File: config.mk
export PLATFORM = sky130hd
export DESIGN_NAME = mdio45_master
export DESIGN_NICKNAME = d
export VERILOG_FILES = /design/src/rtl/mdio45_pkg.sv /design/src/rtl/mdio45_clkdiv.sv /design/src/rtl/mdio45_engine.sv /design/src/rtl/mdio45_regs.sv /design/src/rtl/mdio45_master.sv
export SDC_FILE = /design/constraint.sdc
export NUM_CORES = 1
export LEC_CHECK = 0
export BUFFER_PORTS_ARGS = -buffer_cell sky130_fd_sc_hd__buf_2
export CORE_MARGIN = 3
export CORE_UTILIZATION = 50
export CTS_CLUSTER_DIAMETER = 40
export DETAILED_ROUTE_END_ITERATION = 10
export PLACE_DENSITY = 0.78
export SLEW_MARGIN = 40
export SYNTH_ARGS = -nofsm -noshare
export SYNTH_HDL_FRONTEND = slang
export SYNTH_SLANG_ARGS = --single-unit
File: constraint.sdc
create_clock -name clk_i -period 3.5 [get_ports clk_i]
set_clock_uncertainty 0.1 [all_clocks]
set_input_delay 1.05 -clock clk_i [delete_from_list [all_inputs] [get_ports clk_i]]
set_output_delay 1.05 -clock clk_i [all_outputs]
set_load 0.01 [all_outputs]
File: src/rtl/mdio45_pkg.sv
package mdio45_pkg;
  localparam int unsigned REG_W     = 32;
  localparam int unsigned ADDR_W    = 5;
  localparam int unsigned PRE_LEN   = 32;
  localparam int unsigned FRAME_LEN = 32;
  localparam int unsigned DATA_W    = 16;
  localparam int unsigned TA_W      = 2;
  localparam int unsigned CTRL_W    = 4;
  localparam int unsigned GO_BIT    = 3;
  localparam int unsigned OP_LSB    = 28;

  localparam logic [ADDR_W-1:0] CTRL_OFS  = 5'h10;
  localparam logic [ADDR_W-1:0] FRAME_OFS = 5'h11;
  localparam logic [ADDR_W-1:0] STAT_OFS  = 5'h14;

  typedef enum logic [1:0] {
    OP_ADDR = 2'b00,
    OP_WR   = 2'b01,
    OP_RSV  = 2'b10,
    OP_RD   = 2'b11
  } mdio_op_e;
endpackage

File: src/rtl/mdio45_clkdiv.sv
module mdio45_clkdiv #(
  parameter int unsigned HALF_DIV = 50
) (
  input  logic clk_i,
  input  logic rst_ni,
  input  logic en_i,
  output logic mdc_o,
  output logic rise_o,
  output logic fall_o
);
  localparam int unsigned CNT_W = (HALF_DIV > 1) ? $clog2(HALF_DIV) : 1;

  logic tick;
  logic mdc_q;

  if (HALF_DIV == 1) begin : g_div1
    assign tick = en_i;
  end else begin : g_divn
    logic [CNT_W-1:0] cnt_q;
    always_ff @(posedge clk_i or negedge rst_ni) begin
      if (!rst_ni)                            cnt_q <= '0;
      else if (!en_i)                         cnt_q <= '0;
      else if (cnt_q == CNT_W'(HALF_DIV - 1)) cnt_q <= '0;
      else                                    cnt_q <= cnt_q + 1'b1;
    end
    assign tick = en_i && (cnt_q == CNT_W'(HALF_DIV - 1));
  end

  always_ff @(posedge clk_i or negedge rst_ni) begin
    if (!rst_ni)    mdc_q <= 1'b0;
    else if (!en_i) mdc_q <= 1'b0;
    else if (tick)  mdc_q <= ~mdc_q;
  end

  assign mdc_o  = mdc_q;
  assign rise_o = tick && !mdc_q;
  assign fall_o = tick && mdc_q;
endmodule

File: src/rtl/mdio45_engine.sv
module mdio45_engine
  import mdio45_pkg::*;
#(
  parameter int unsigned PRE_BITS = PRE_LEN,
  parameter int unsigned FRM_BITS = FRAME_LEN,
  parameter int unsigned DAT_BITS = DATA_W,
  localparam int unsigned TOTAL   = PRE_BITS + FRM_BITS,
  localparam int unsigned IDX_W   = $clog2(TOTAL)
) (
  input  logic                clk_i,
  input  logic                rst_ni,
  input  logic                start_i,
  input  logic [FRM_BITS-1:0] frame_i,
  input  logic                rise_i,
  input  logic                fall_i,
  input  logic                mdio_i,
  output logic                busy_o,
  output logic                done_o,
  output logic                rd_op_o,
  output logic [IDX_W-1:0]    bit_idx_o,
  output logic [DAT_BITS-1:0] rx_o,
  output logic                mdio_o,
  output logic                mdio_oe_o
);
  localparam int unsigned RLS_POS  = TOTAL - DAT_BITS - TA_W;
  localparam int unsigned DATA_POS = TOTAL - DAT_BITS;

  logic [TOTAL-1:0]    shift_q;
  logic [IDX_W-1:0]    idx_q;
  logic                busy_q;
  logic                rd_q;
  logic [DAT_BITS-1:0] rx_q;
  logic                last_bit;

  assign last_bit = busy_q && fall_i && (idx_q == IDX_W'(TOTAL - 1));

  always_ff @(posedge clk_i or negedge rst_ni) begin
    if (!rst_ni) begin
      shift_q <= '1;
      idx_q   <= '0;
      busy_q  <= 1'b0;
      rd_q    <= 1'b0;
    end else if (start_i && !busy_q) begin
      shift_q <= {{PRE_BITS{1'b1}}, frame_i};
      idx_q   <= '0;
      busy_q  <= 1'b1;
      rd_q    <= (mdio_op_e'(frame_i[OP_LSB +: 2]) == OP_RD);
    end else if (busy_q && fall_i) begin
      shift_q <= {shift_q[TOTAL-2:0], 1'b1};
      idx_q   <= idx_q + 1'b1;
      if (last_bit) busy_q <= 1'b0;
    end
  end

  // input sampled on the cycle MDC is about to rise
  always_ff @(posedge clk_i or negedge rst_ni) begin
    if (!rst_ni) rx_q <= '0;
    else if (busy_q && rd_q && rise_i && (idx_q >= IDX_W'(DATA_POS)))
      rx_q <= {rx_q[DAT_BITS-2:0], mdio_i};
  end

  assign busy_o    = busy_q;
  assign done_o    = last_bit;
  assign rd_op_o   = rd_q;
  assign bit_idx_o = idx_q;
  assign rx_o      = rx_q;
  assign mdio_o    = busy_q ? shift_q[TOTAL-1] : 1'b1;
  assign mdio_oe_o = busy_q && !(rd_q && (idx_q >= IDX_W'(RLS_POS)));
endmodule

File: src/rtl/mdio45_regs.sv
module mdio45_regs
  import mdio45_pkg::*;
(
  input  logic              clk_i,
  input  logic              rst_ni,
  input  logic              we_i,
  input  logic [ADDR_W-1:0] waddr_i,
  input  logic [REG_W-1:0]  wdata_i,
  input  logic [ADDR_W-1:0] raddr_i,
  output logic [REG_W-1:0]  rdata_o,
  input  logic              busy_i,
  input  logic              done_i,
  input  logic              rd_op_i,
  input  logic [DATA_W-1:0] rx_i,
  output logic [REG_W-1:0]  frame_o,
  output logic              start_o
);
  logic [REG_W-1:0]  frame_q;
  logic [CTRL_W-1:0] ctrl_q;
  logic              wr_ok;

  assign wr_ok   = we_i && !busy_i;
  assign start_o = wr_ok && (waddr_i == CTRL_OFS) && wdata_i[GO_BIT] && !ctrl_q[GO_BIT];

  always_ff @(posedge clk_i or negedge rst_ni) begin
    if (!rst_ni) begin
      frame_q <= '0;
      ctrl_q  <= '0;
    end else if (done_i) begin
      if (rd_op_i) frame_q[DATA_W-1:0] <= rx_i;
    end else if (wr_ok) begin
      if (waddr_i == FRAME_OFS) frame_q <= wdata_i;
      if (waddr_i == CTRL_OFS)  ctrl_q  <= wdata_i[CTRL_W-1:0];
    end
  end

  always_comb begin
    rdata_o = '0;
    unique case (raddr_i)
      FRAME_OFS: rdata_o = frame_q;
      CTRL_OFS:  rdata_o = {{(REG_W-CTRL_W){1'b0}}, ctrl_q};
      STAT_OFS:  rdata_o = {{(REG_W-1){1'b0}}, busy_i};
      default:   rdata_o = '0;
    endcase
  end

  assign frame_o = frame_q;
endmodule

File: src/rtl/mdio45_master.sv
module mdio45_master
  import mdio45_pkg::*;
#(
  parameter int unsigned HALF_DIV = 50
) (
  input  logic              clk_i,
  input  logic              rst_ni,
  input  logic              reg_we_i,
  input  logic [ADDR_W-1:0] reg_waddr_i,
  input  logic [REG_W-1:0]  reg_wdata_i,
  input  logic [ADDR_W-1:0] reg_raddr_i,
  output logic [REG_W-1:0]  reg_rdata_o,
  output logic              mdc_o,
  output logic              mdio_o,
  output logic              mdio_oe_o,
  input  logic              mdio_i
);
  localparam int unsigned IDX_W = $clog2(PRE_LEN + FRAME_LEN);

  logic              busy, done, rd_op, start, rise, fall;
  logic [REG_W-1:0]  frame_q;
  logic [DATA_W-1:0] rx;
  logic [IDX_W-1:0]  bit_idx;

  mdio45_regs u_regs (
    .clk_i   (clk_i),
    .rst_ni  (rst_ni),
    .we_i    (reg_we_i),
    .waddr_i (reg_waddr_i),
    .wdata_i (reg_wdata_i),
    .raddr_i (reg_raddr_i),
    .rdata_o (reg_rdata_o),
    .busy_i  (busy),
    .done_i  (done),
    .rd_op_i (rd_op),
    .rx_i    (rx),
    .frame_o (frame_q),
    .start_o (start)
  );

  mdio45_clkdiv #(.HALF_DIV(HALF_DIV)) u_div (
    .clk_i  (clk_i),
    .rst_ni (rst_ni),
    .en_i   (busy),
    .mdc_o  (mdc_o),
    .rise_o (rise),
    .fall_o (fall)
  );

  mdio45_engine u_eng (
    .clk_i     (clk_i),
    .rst_ni    (rst_ni),
    .start_i   (start),
    .frame_i   (frame_q),
    .rise_i    (rise),
    .fall_i    (fall),
    .mdio_i    (mdio_i),
    .busy_o    (busy),
    .done_o    (done),
    .rd_op_o   (rd_op),
    .bit_idx_o (bit_idx),
    .rx_o      (rx),
    .mdio_o    (mdio_o),
    .mdio_oe_o (mdio_oe_o)
  );
endmodule

# Word level (Yosys, flattened, before mapping)
# Index checks and enable logic that the tools add are counted.
word_totals:
  reg_bits: 131
op_classes:
  add_sub_neg: 2
  order_cmp: 2
  eq_ne: 10
  muxes: 17
  n_bitwise: 2
  reduce_logical: 27
ops:
  columns: ["op", "count"]
  rows:
  - ["2-to-1 mux 64 bit", 2]
  - ["one-hot mux 32 bit (3 select lines)", 1]
  - ["2-to-1 mux 16 bit", 4]
  - ["equality test 5 bit, second input constant", 5]
  - ["2-to-1 mux 6 bit", 4]
  - ["logical AND 1 bit", 15]
  - ["adder 6 x 1 -> 6 bit, second input constant", 2]
  - ["equality test 6 bit, second input constant", 2]
  - [">= comparator 6 bit, second input constant", 2]
  - ["AND reduction 3 bit", 3]
  - ["nonzero test 2 bit", 4]
  - ["2-to-1 mux 1 bit", 6]
  - ["zero test 1 bit", 4]
  - ["equality test 2 bit, second input constant", 1]
  - ["!= test 2 x 1 -> 1 bit, second input constant", 1]
  - ["!= test 2 bit, second input constant", 1]
  - ["inverter 1 bit", 2]
  - ["AND reduction 2 bit", 1]

# Longest topological paths before layout
depth:
  ltp_word: 8
  ltp_mapped: 10
  mapped_depth_nobuf: 6

# Modules after synthesis
# From an unflattened synthesis, not the netlist that was laid out.
hier_totals:
  cells_unflattened: 500
  area_unflattened_um2: 5896.9
by_module_without_submodules:
  columns: ["mod", "n_inst", "cells_per_inst", "area_each_um2"]
  rows:
  - ["mdio45_engine", 1, 324, 3668.5]
  - ["mdio45_regs", 1, 143, 1873.0]
  - ["mdio45_clkdiv", 1, 33, 355.3]

# Worst setup path after synthesis
# Ideal clock, no wire load.
synth_timing:
  kind: "input to output"
  start: "input reg_raddr_i[1]"
  end: "output reg_rdata_o[1]"
  arrival_time_ps: 1979
  required_time_ps: 2350
  path_slack_ps: 371
  cell_stages: 5
  path_buffers: 1
  cell_sequence: "nor2_1 > nand2_1 > nor3b_1 > clkbuf_1 > a22o_1"
synth_via:
  elab_chain_len: 2
  word_cells_on_any_way: 4
synth_lines:
  columns: ["item", "line", "text"]
  rows:
  - ["start: declaration", "mdio45_master.sv:11", "input logic [ADDR_W-1:0] reg_raddr_i,"]
  - ["equality test 5 bit", "mdio45_regs.sv:39", "unique case (raddr_i)"]
  - ["one-hot mux 32 bit (3 select lines) *", "mdio45_regs.sv:39", null]
  - ["end: declaration", "mdio45_master.sv:12", "output logic [REG_W-1:0] reg_rdata_o,"]
# Mark *: on every way between the ends. The rest lies on a longest branch, timed or not.

# Final worst setup path
# Ends and elaborated chain as after synthesis.

==> results.sh <==
export IMPL_core_area_mm2=0.0111
export IMPL_postCtsSetupRepairBufs=0
export IMPL_cts_tree="yes"
export IMPL_n_fill_cell=893
export IMPL_wire_per_inst_um=16.0
export IMPL_vias=4259
export IMPL_p_per_area_mw_per_mm2=575
export IMPL_final_cell_mix="nand2_1, buf_2, dfrtp_1"
export IMPL_ios=81
export IMPL_critPathSlowestCell="nor3b_2"
export IMPL_rsz0062_at_grt="false"
export IMPL_htreeDepth=4
export IMPL_cp_required_ns=2.35
export IMPL_ys_top_cells_by_area="dfstp_2, dfrtp_1, mux2_2, nand2_1, o21ai_0"
export IMPL_layout_setup_ws_ns=0.262
export IMPL_syn_to_final_growth_pct=19.2
export IMPL_die_w_um=114
export IMPL_ant_nets=0
export IMPL_hold_path_class="reg -> reg"
export IMPL_yosysUniqueCellTypes=41
export IMPL_yosys_area_top_type="dfstp_2"
export IMPL_synth_ff_type="dfrtp_1"
export IMPL_finalNetCount=655
export IMPL_cpPeakStageDelay_ns=0.24
export IMPL_drv_slew=0
export IMPL_cts_buffers=17
export IMPL_path_cells="buf_2, nor2_1, nand2_1, nor3b_2, buf_12, a22o_1, buf_2"
export IMPL_core_rowCount=38
export IMPL_yosys_warnings=0
export IMPL_critPathMaxFanout=31
export IMPL_hpwl_mm=7.60
export IMPL_syn_avg_cell_area_um2=10.9
export IMPL_post_drt_via_cell_ratio=5.61
export IMPL_cpMostUsedCell="buf_2"
export IMPL_cts_hold_buf=0
export IMPL_ys_seq_area_share_pct=57.4
export IMPL_maxCapViolCount=0
export IMPL_n_antenna_cell=0
export IMPL_numClockSinks=131
export IMPL_start_util_pct=52.6
export IMPL_tns_ns=0
export IMPL_grt_pass1_vias=4179
export IMPL_syn_area_mm2=0.00585
export IMPL_fp_dieH_um=114
export IMPL_dieArea_mm2=0.0130
export IMPL_synthCells=535
export IMPL_synth_fp_nets=584
export IMPL_relSlewSlack_pct=46.4
export IMPL_hold_violations=0
export IMPL_dr_pass1_iters=5
export IMPL_path_clk_slew_ns=0.06
export IMPL_max_freq_mhz=309
export IMPL_min_period_ns=3.24
export IMPL_p_leak_nw=3.10
export IMPL_cts_buffer_depth=2
export IMPL_critPathTopFamily="simple AND/OR/NAND/NOR gates"
export IMPL_wirelength_mm=12.2
export IMPL_tightest_slew_ns=0.803
export IMPL_period_share_pct=92.5
export IMPL_setup_viol=0
export IMPL_cts_root_buf="clkbuf_16"
export IMPL_async_flop_share_pct=100
export IMPL_grt_start_max_net_pins=68
export IMPL_drive_above_1_share_pct=39.7
export IMPL_ir_drop_uv=490
export IMPL_grt_pass1_wl_mm=20.4
export IMPL_route_detailed_drc=0
export IMPL_ctsResizeCount=0
export IMPL_end_kind="output pin"
export IMPL_synth_edf_count=0
export IMPL_worstSkewPairLatency_ns=0.41
export IMPL_place_congestion=0.756
export IMPL_synth_seq_cells=131
export IMPL_worstSetupPathType="in -> out"
export IMPL_drt_iter0_drc=292
export IMPL_overflow=0
export IMPL_antenna_found_initial=0
export IMPL_groute_usage_overall_pct=19.9
export IMPL_start_kind="input port"
export IMPL_critPathBufInv=3
export IMPL_yosysTopAreaCellShare_pct=28.8
export IMPL_status="finished clean"
export IMPL_mostFrequentLayoutCell="nand2_1"
export IMPL_worstPathArrival_ns=2.09
export IMPL_post_place_ws_ns=0.254
export IMPL_io_buffer_count=80
[Yosys cell counts, types with 2 or more instances]
cell	number
nand2_1	104
dfrtp_1	67
dfstp_2	64
o21ai_0	63
mux2_2	36
and2_1	31
a22oi_1	29
nor2_1	19
clkbuf_1	18
nand2b_1	17
o221a_2	16
buf_2	12
nand3_1	7
xor2_1	6
buf_1	4
xnor2_1	4
a22o_1	3
and4_1	3
ha_1	3
inv_1	3
nand4_1	3
a31oi_1	2
and3_1	2
nor3b_1	2
[stage by stage]
step	power, W	std cells	util, %	hold slack (ns)	instance area [um^2]
after floorplan	0.00211	535	-	0.333	5850
after global placement	0.00224	727	57.3	0.338	6370
after detailed placement	0.00227	727	57.3	0.340	6380
after CTS	0.00404	759	62.7	0.350	6970
after global routing	0.00419	759	62.7	0.361	6970
final	0.00401	759	62.7	0.346	6970
[worst reg2reg max path: cells and delay by family (launching register included)]
| kind | cells | cell delay [ns] |
|---|---|---|
| AO/OA/AOI/OAI | 1 | 0.33 |
| buffers and inverters | 1 | 0.56 |
| AND/OR/NAND/NOR | 3 | 0.86 |
| flip-flops | 1 | 0.62 |
[power breakdown]
group          leakage (nW)  internal (W)  total [W]  switching (W)
Sequential             1.53       0.00177    0.00193       0.000161
Combinational          1.29      0.000171   0.000323       0.000152
Clock                 0.280       0.00111    0.00176       0.000648
[cells by family (layout without fill, tap and decap cells)]
group	Yosys count	after routing	synth area share, %
AO/OA/AOI/OAI	120	120	13.9
AND/OR/NAND/NOR	194	194	16.4
multiplexers	37	37	7.10
buffers and inverters	40	124	3.04
adder cells (fa/ha/maj)	3	3	0.642
flip-flops	131	131	57.4
XOR/XNOR	10	10	1.50
[sequential cells by signal (all words and copies together), names as in the netlist]
name / cells
u_div.g_divn.cnt_q: 6
u_div.mdc_o: 1
u_eng.bit_idx_o: 6
u_eng.busy_o: 1
u_eng.rd_op_o: 1
u_eng.rx_o: 16
u_eng.shift_q: 64
u_regs.ctrl_q: 4
u_regs.frame_o: 32
[per-layer routing]
layer  part of all wire [%]  track usage (%)
met3                    5.8             6.45
met1                     44             26.0
met4                   0.84             4.51
met5                      0                0
met2                     50             32.5
[area by class of cell]
class                      instances  area (um^2)  share of cell area, %
clock buffer                      17          425                   6.10
clock inverter                    15          166                   2.39
inverter                           3         11.3                  0.162
multi-input combinational        364         2330                   33.4
sequential                       131         3360                   48.2
tap                              140          175                   2.51
timing repair buffer              89          508                   7.29
[final timing paths]
path / to / slack [ns] / depth (start not counted) / start
setup / recovery: reg_rdata_o[1] / 0.26 / 7 / reg_raddr_i[1]
hold / removal: u_eng.shift_q[49] / 0.35 / 2 / u_eng.shift_q[48]
setup reg to reg: u_eng.shift_q[9] / 0.96 / 5 / u_eng.busy_o
hold reg to reg: u_eng.shift_q[49] / 0.35 / 2 / u_eng.shift_q[48]
max in group asynchronous: u_eng.shift_q[21] / 1.95 / 2 / rst_ni
min in group asynchronous: u_regs.frame_o[25] / 0.51 / 1 / rst_ni
(Power assumes the default switching activity.)
